--- src/rtl/pwm_pkg.sv ---
package pwm_pkg;
  typedef enum logic [2:0] {
    M_NORMAL  = 3'd0,
    M_FREQ    = 3'd1,
    M_RSV2    = 3'd2,
    M_SINGLE  = 3'd3,
    M_RSV4    = 3'd4,
    M_DUAL_T  = 3'd5,
    M_DUAL_TB = 3'd6,
    M_DUAL_B  = 3'd7
  } mode_e;

  function automatic logic is_reserved(input mode_e m);
    return (m == M_RSV2) || (m == M_RSV4);
  endfunction

  function automatic logic is_dual(input mode_e m);
    return (m == M_DUAL_T) || (m == M_DUAL_TB) || (m == M_DUAL_B);
  endfunction
endpackage

--- src/rtl/pwm_regs.sv ---
module pwm_regs
  import pwm_pkg::*;
#(
  parameter int NCH = 4,
  parameter int CW  = 16,
  parameter int AW  = 3
) (
  input  logic                    clk,
  input  logic                    rst_n,
  input  logic                    wr_en,
  input  logic [AW-1:0]           wr_addr,
  input  logic [CW-1:0]           wr_data,
  input  logic                    upd,
  output mode_e                   mode,
  output logic                    run,
  output logic [CW-1:0]           per_act,
  output logic [NCH-1:0][CW-1:0]  cmp_act,
  output logic [NCH-1:0]          oe,
  output logic                    force_we,
  output logic [NCH-1:0]          force_val
);
  localparam int A_CTRL = 0;
  localparam int A_PER  = 1;
  localparam int A_CMP0 = 2;
  localparam int A_OE   = A_CMP0 + NCH;
  localparam int A_DIR  = A_OE + 1;

  logic [CW-1:0] per_buf;

  always_ff @(posedge clk or negedge rst_n) begin
    if (!rst_n) begin
      mode <= M_NORMAL;
      run  <= 1'b0;
      oe   <= '0;
    end else if (wr_en) begin
      if (wr_addr == AW'(A_CTRL)) begin
        mode <= mode_e'(wr_data[2:0]);
        run  <= wr_data[3];
      end
      if (wr_addr == AW'(A_OE)) oe <= wr_data[NCH-1:0];
    end
  end

  always_ff @(posedge clk or negedge rst_n) begin
    if (!rst_n) begin
      per_buf <= '0;
      per_act <= '0;
    end else begin
      if (wr_en && wr_addr == AW'(A_PER)) begin
        per_buf <= wr_data;
        if (!run) per_act <= wr_data;
      end else if (upd) begin
        per_act <= per_buf;
      end
    end
  end

  for (genvar i = 0; i < NCH; i++) begin : g_cmp
    logic [CW-1:0] cmp_buf;
    always_ff @(posedge clk or negedge rst_n) begin
      if (!rst_n) begin
        cmp_buf    <= '0;
        cmp_act[i] <= '0;
      end else begin
        if (wr_en && wr_addr == AW'(A_CMP0 + i)) begin
          cmp_buf <= wr_data;
          if (!run) cmp_act[i] <= wr_data;
        end else if (upd) begin
          cmp_act[i] <= cmp_buf;
        end
      end
    end
  end

  assign force_we  = wr_en && (wr_addr == AW'(A_DIR)) && !run;
  assign force_val = wr_data[NCH-1:0];
endmodule

--- src/rtl/pwm_counter.sv ---
module pwm_counter
  import pwm_pkg::*;
#(
  parameter int CW = 16
) (
  input  logic          clk,
  input  logic          rst_n,
  input  logic          run,
  input  mode_e         mode,
  input  logic [CW-1:0] per_act,
  input  logic [CW-1:0] cmpa_act,
  output logic [CW-1:0] cnt,
  output logic          dir_down,
  output logic          active,
  output logic          at_top,
  output logic          at_bot,
  output logic          upd,
  output logic          ovf
);
  logic [CW-1:0] top;
  logic          ovf_d;

  assign top    = (mode == M_FREQ) ? cmpa_act : per_act;
  assign active = run && !is_reserved(mode);
  assign at_top = active && (cnt == top);
  assign at_bot = active && (cnt == '0);

  always_comb begin
    case (mode)
      M_NORMAL, M_FREQ: upd = at_top;
      default:          upd = at_bot;
    endcase
    case (mode)
      M_NORMAL, M_FREQ, M_DUAL_T: ovf_d = at_top;
      M_SINGLE, M_DUAL_B:         ovf_d = at_bot;
      M_DUAL_TB:                  ovf_d = at_top || at_bot;
      default:                    ovf_d = 1'b0;
    endcase
  end

  always_ff @(posedge clk or negedge rst_n) begin
    if (!rst_n) begin
      cnt      <= '0;
      dir_down <= 1'b0;
      ovf      <= 1'b0;
    end else begin
      ovf <= ovf_d;
      if (active) begin
        if (is_dual(mode)) begin
          if (!dir_down) begin
            if (cnt >= top) begin
              dir_down <= 1'b1;
              cnt      <= (cnt == '0) ? '0 : cnt - 1'b1;
            end else begin
              cnt <= cnt + 1'b1;
            end
          end else if (cnt == '0) begin
            dir_down <= 1'b0;
            cnt      <= (top == '0) ? '0 : CW'(1);
          end else begin
            cnt <= cnt - 1'b1;
          end
        end else begin
          dir_down <= 1'b0;
          cnt      <= at_top ? '0 : cnt + 1'b1;
        end
      end
    end
  end
endmodule

--- src/rtl/pwm_wavegen.sv ---
module pwm_wavegen
  import pwm_pkg::*;
#(
  parameter int NCH = 4,
  parameter int CW  = 16
) (
  input  logic                   clk,
  input  logic                   rst_n,
  input  mode_e                  mode,
  input  logic                   active,
  input  logic [CW-1:0]          cnt,
  input  logic                   dir_down,
  input  logic                   at_top,
  input  logic                   at_bot,
  input  logic [NCH-1:0][CW-1:0] cmp_act,
  input  logic                   force_we,
  input  logic [NCH-1:0]         force_val,
  output logic [NCH-1:0]         wg,
  output logic [NCH-1:0]         cmpf
);
  for (genvar i = 0; i < NCH; i++) begin : g_ch
    logic match;
    assign match = active && (cnt == cmp_act[i]);

    always_ff @(posedge clk or negedge rst_n) begin
      if (!rst_n) begin
        wg[i]   <= 1'b0;
        cmpf[i] <= 1'b0;
      end else begin
        cmpf[i] <= match;
        if (force_we) begin
          wg[i] <= force_val[i];
        end else if (active) begin
          case (mode)
            M_FREQ: if (i == 0 && at_top) wg[i] <= ~wg[i];
            M_SINGLE: begin
              if (match)       wg[i] <= 1'b0;
              else if (at_bot) wg[i] <= 1'b1;
            end
            M_DUAL_T, M_DUAL_TB, M_DUAL_B: if (match) wg[i] <= dir_down;
            default: ;
          endcase
        end
      end
    end
  end
endmodule

--- src/rtl/pwm_timer.sv ---
module pwm_timer
  import pwm_pkg::*;
#(
  parameter int NCH = 4,
  parameter int CW  = 16,
  localparam int AW = $clog2(NCH + 4)
) (
  input  logic           clk,
  input  logic           rst_n,
  input  logic           wr_en,
  input  logic [AW-1:0]  wr_addr,
  input  logic [CW-1:0]  wr_data,
  output logic [NCH-1:0] wave_o,
  output logic           ovf_o,
  output logic [NCH-1:0] cmp_flag_o
);
  mode_e                  mode_q;
  logic                   run_q;
  logic [CW-1:0]          per_act;
  logic [NCH-1:0][CW-1:0] cmp_act;
  logic [NCH-1:0]         oe_q;
  logic                   force_we;
  logic [NCH-1:0]         force_val;
  logic [CW-1:0]          cnt;
  logic                   dir_down, active, at_top, at_bot, upd;
  logic [NCH-1:0]         wg;

  pwm_regs #(.NCH(NCH), .CW(CW), .AW(AW)) u_regs (
    .clk, .rst_n, .wr_en, .wr_addr, .wr_data, .upd,
    .mode(mode_q), .run(run_q), .per_act, .cmp_act, .oe(oe_q),
    .force_we, .force_val
  );

  pwm_counter #(.CW(CW)) u_cnt (
    .clk, .rst_n, .run(run_q), .mode(mode_q), .per_act,
    .cmpa_act(cmp_act[0]), .cnt, .dir_down, .active, .at_top, .at_bot,
    .upd, .ovf(ovf_o)
  );

  pwm_wavegen #(.NCH(NCH), .CW(CW)) u_wave (
    .clk, .rst_n, .mode(mode_q), .active, .cnt, .dir_down, .at_top,
    .at_bot, .cmp_act, .force_we, .force_val, .wg, .cmpf(cmp_flag_o)
  );

  assign wave_o = wg & oe_q;
endmodule

--- config.mk ---
export PLATFORM = sky130hd
export DESIGN_NAME = pwm_timer
export DESIGN_NICKNAME = d
export VERILOG_FILES = /design/src/rtl/pwm_pkg.sv /design/src/rtl/pwm_regs.sv /design/src/rtl/pwm_counter.sv /design/src/rtl/pwm_wavegen.sv /design/src/rtl/pwm_timer.sv
export SDC_FILE = /design/constraint.sdc
export NUM_CORES = 1
export LEC_CHECK = 0
export BUFFER_PORTS_ARGS = -buffer_cell sky130_fd_sc_hd__buf_2
export CORE_MARGIN = 4
export CORE_UTILIZATION = 23
export CTS_CLUSTER_SIZE = 25
export DETAILED_ROUTE_END_ITERATION = 8
export PLACE_DENSITY = 0.39
export REMOVE_ABC_BUFFERS = 1
export SYNTH_ARGS = -nofsm -noshare
export SYNTH_HDL_FRONTEND = slang
export SYNTH_SLANG_ARGS = --single-unit
--- constraint.sdc ---
create_clock -name clk -period 3.27 [get_ports clk]
set_input_delay 0 -clock clk [delete_from_list [all_inputs] [get_ports clk]]
set_output_delay 0 -clock clk [all_outputs]
set_load 0.01 [all_outputs]
==> run_results.csv <==
group,metric,value,unit
status,status,"finished, final reports clean",
logic_synthesis,yosys_warnings,0,
cts,cts_tree,"done",
setup_path,slowest_delay,580,ps
sta,maxSlewHeadroom,0.492,
cts,htreeDepth,4,
cts,path_clk_slew,80,ps
logic_synthesis,ys_ff_latch,194,
floorplanning,fp.dieArea,47400,µm²
setup_path,end_kind,"flop",
power,switching_share,0.365,
power,internal_power,6470,µW
route,wl_per_cell,18.8,µm
global_route,grt_pass1_vias,6850,
setup_path,startpoint_type,"flop",
setup_path,endpoint,"u_regs.cmp_act[32]$_DFFE_PN0P_",
finish,synthToLayoutAreaGrowth,22.6,%
logic_synthesis,synth_enable_flop_cells,0,
power,power.total,10200,µW
setup_path,cp_cell_sequence,"nor3_4 -> buf_12 -> mux2i_2 -> ha_4 -> nand4_4 -> or4_4 -> nor3_4 -> o21ai_4 -> mux2i_4 -> buf_12 -> mux2_2",
route,antenna_left,0,
placement,gp_routability_congestion,0.799,
sta,setup_viol,0,
floorplanning,rows,76,
logic_synthesis,synthArstFlopShare,1.00,
sta,max_freq,308,MHz
setup_path,slowest_stage,"or4_4",
finish,final_nets,952,
route,routed-wl-met3,675,µm
finish,fillCellCount,4451,
sta,period_minus_slack,3250,ps
sta,finalCritPeriodShare,0.993,
route,num_vias,6588,
power,power.switching,3720,µW
setup_path,r2r-end,"u_regs.cmp_act[32]$_DFFE_PN0P_",
sta,hold_viol_final,0,
sta,worstMarginPinSlew,757,ps
power,power_density,822,nW/µm²
cts,root_buffer,"clkbuf_16",
cts,cts_max_path_buffers,2,
floorplanning,die_h,218,µm
sta,skew,11.1,ps
finish,layout-drive-gt1-share,0.374,
logic_synthesis,synthCells,820,
sta,drv_slew,0,
global_route,grt_max_degree,72,
power,pwr-share-clk,0.218,
global_route,grtUsageTotal,0.124,
cts,clkLatencyLatePin,450,ps
logic_synthesis,seq_area_frac_synth,0.480,
route,vias_per_cell,4.37,
floorplanning,ios,31,
min_path,min_path_type,"input port to flop",
global_route,grt-ovfl-total,0,
route,drt_iter0_drc,411,
sta,grt_setup_unrepaired,"yes",
setup_path,crit_start,"u_regs.mode[2]$_DFFE_PN0P_",
logic_synthesis,yosysMostFrequentCell,"dfrtp_1",
route,met1_length,14.4,mm
route,routed.top_layer,"met4",
route,wl_met2,12.9,mm
sta,fin_tns_setup,0,ps
global_route,antenna_found_initial,0,
route,drt_pass1_iterations,5,
logic_synthesis,syn_area_per_cell,12.3,µm²
setup_path,r2r_start,"u_regs.mode[2]$_DFFE_PN0P_",
cts,numClockSinks,194,
power,p_leak,0.00522,µW
setup_path,r2r_slack,20,ps
setup_path,arrival,3580,ps
logic_synthesis,synth_top_area_frac,0.480,
global_route,grt_pass1_wl,44.8,mm
setup_path,reg2reg_depth,11,
logic_synthesis,synth.distinct_cells,66,
power,vdd_drop_max,425,µV
power,power_frac_seq,0.379,
setup_path,cp.required,3600,ps
floorplanning,coreArea,43300,µm²
route,routed_wl,28.3,mm
floorplanning,initial_core_util,0.234,
cts,cts_buffers,17,
floorplanning,chipWidth,218,µm
logic_synthesis,synth_ff_type,"dfrtp_1",
setup_path,crit_path_max_fanout,16,
logic_synthesis,yosys-top-cells-count,"194 x dfrtp_1, 113 x mux2_2, 64 x xor2_1",
placement,port_buffers,30,
logic_synthesis,synth.area.top_cells,"dfrtp_1 48%, mux2_2 13%, mux2_4 7.4%",
finish,antennaDiodeCount,0,
logic_synthesis,synth.largest_area_cell,"dfrtp_1",
setup_path,worstSetupPathType,"flop to flop",
route,remaining_drc_errors,0,
logic_synthesis,synth_area,10100,µm²
power,pwr-share-comb,0.402,
placement,hpwlAfterDp,20.6,mm
flow_run,drv_cap,0,
[cell families after synthesis]
| kind of cell | after synthesis | share of synthesized area |
|---|---|---|
| AOI/OAI and AO/OA | 92 | 0.0616 |
| xor gates and xnor gates | 67 | 0.0587 |
| adders and majority gates | 18 | 0.0223 |
| buffers and inverters | 57 | 0.0345 |
| DFF | 194 | 0.480 |
| muxes | 189 | 0.232 |
| and+or+nand+nor | 203 | 0.111 |
[metrics by stage]
| stage | cells | hold WS [ps] | worst slack (ps) | instance area (µm²) | util |
|---|---|---|---|---|---|
| after floorplan | 771 | -296 | -752 | 9800 | - |
| after CTS | 1509 | 28.5 | 0.465 | 12200 | 0.283 |
| final | 1509 | 40.5 | 22.8 | 12400 | 0.287 |
| after detailed placement | 1460 | 29.8 | -140 | 11400 | 0.263 |
| after global placement | 1460 | 22.9 | -122 | 11400 | 0.263 |
| after global routing | 1509 | 80.8 | -131 | 12400 | 0.287 |
[power groups by stage]
stage                     clock [µW]  sequential [µW]  combinational [µW]
after floorplan                    0             3850                2330
after global routing            2400             3980                4550
final                           2220             3870                4100
after global placement             0             3880                3850
after CTS                       2310             3860                3960
after detailed placement           0             3880                3860
[worst min-delay path by stage]
stage,start,to,depth (start not counted),slack [ps]
final,wr_addr[2],u_regs.oe[0]$_DFFE_PN0P_,3,40
after global routing,wr_addr[2],u_regs.oe[0]$_DFFE_PN0P_,3,80
after CTS,wr_addr[2],u_regs.oe[0]$_DFFE_PN0P_,3,30
after detailed placement,rst_n,u_wave.wg[0]$_DFFE_PN0P_,1,30
after global placement,rst_n,u_wave.wg[0]$_DFFE_PN0P_,1,20
after floorplan,rst_n,u_cnt.cnt[0]$_DFFE_PN0P_,0,-300
[layout by cell type, fill, tap and decap left out, types with 5 or more instances in the layout]
master         count
clkbuf_16         17
ha_1              14
o21ai_0           23
nand4_1           14
mux2i_4            7
a21o_1             5
a21oi_1           17
nand3_1           17
buf_12             8
dfrtp_1          193
dlygate4sd3_1     17
inv_1              7
buf_2             29
nand4b_1           5
and2_1             5
o211ai_1           6
nor2_1            34
mux2i_1           15
nand2_1           46
or3_1              6
mux2_2            89
xor2_1            64
buf_4             66
nor4_1            20
mux2_4            74
nor3_1            21
[state kept, by name, summed over array words and instances, names as in the netlist]
register	count
u_cnt.ovf	1
u_wave.wg	4
u_wave.cmpf	4
u_regs.per_act	16
u_regs.g_cmp.cmp_buf	64
u_regs.oe	4
u_regs.cmp_act	64
u_regs.per_buf	16
u_cnt.cnt	16
u_regs.run	1
u_regs.mode	3
u_cnt.dir_down	1
[area by class of cell]
class / count / area, µm² / share of cell area
Tap cell: 585 / 732 / 0.0590
Sequential cell: 194 / 4860 / 0.391
Clock buffer: 17 / 425 / 0.0343
Timing Repair Buffer: 122 / 996 / 0.0803
Clock inverter: 14 / 198 / 0.0159
Inverter: 8 / 30.0 / 0.00242
Multi-Input combinational cell: 569 / 5170 / 0.417
[critical path: cells and delay by family (launching register included)]
kind                       cells  cell delay (ps)
adders and majority gates      1              190
and+or+nand+nor                4             1050
buffers and inverters          2              400
muxes                          3              860
AOI/OAI and AO/OA              1              150
DFF                            1              470
[timing repair]
item,in CTS,in global routing
setup buffers,1,0
gates resized for setup,15,38
hold buffers,17,0
endpoints found under the setup margin,93,94
hold endpoints to repair,131,0
[per-layer routing]
layer | global-route usage | vias to the layer above
li1 | - | 3145
met1 | 0.182 | 3337
met2 | 0.192 | 82
met3 | 0.0155 | 24
met4 | 0.0352 | 0
met5 | 0 | -
No activity file was read; power rests on OpenSTA's default activity.
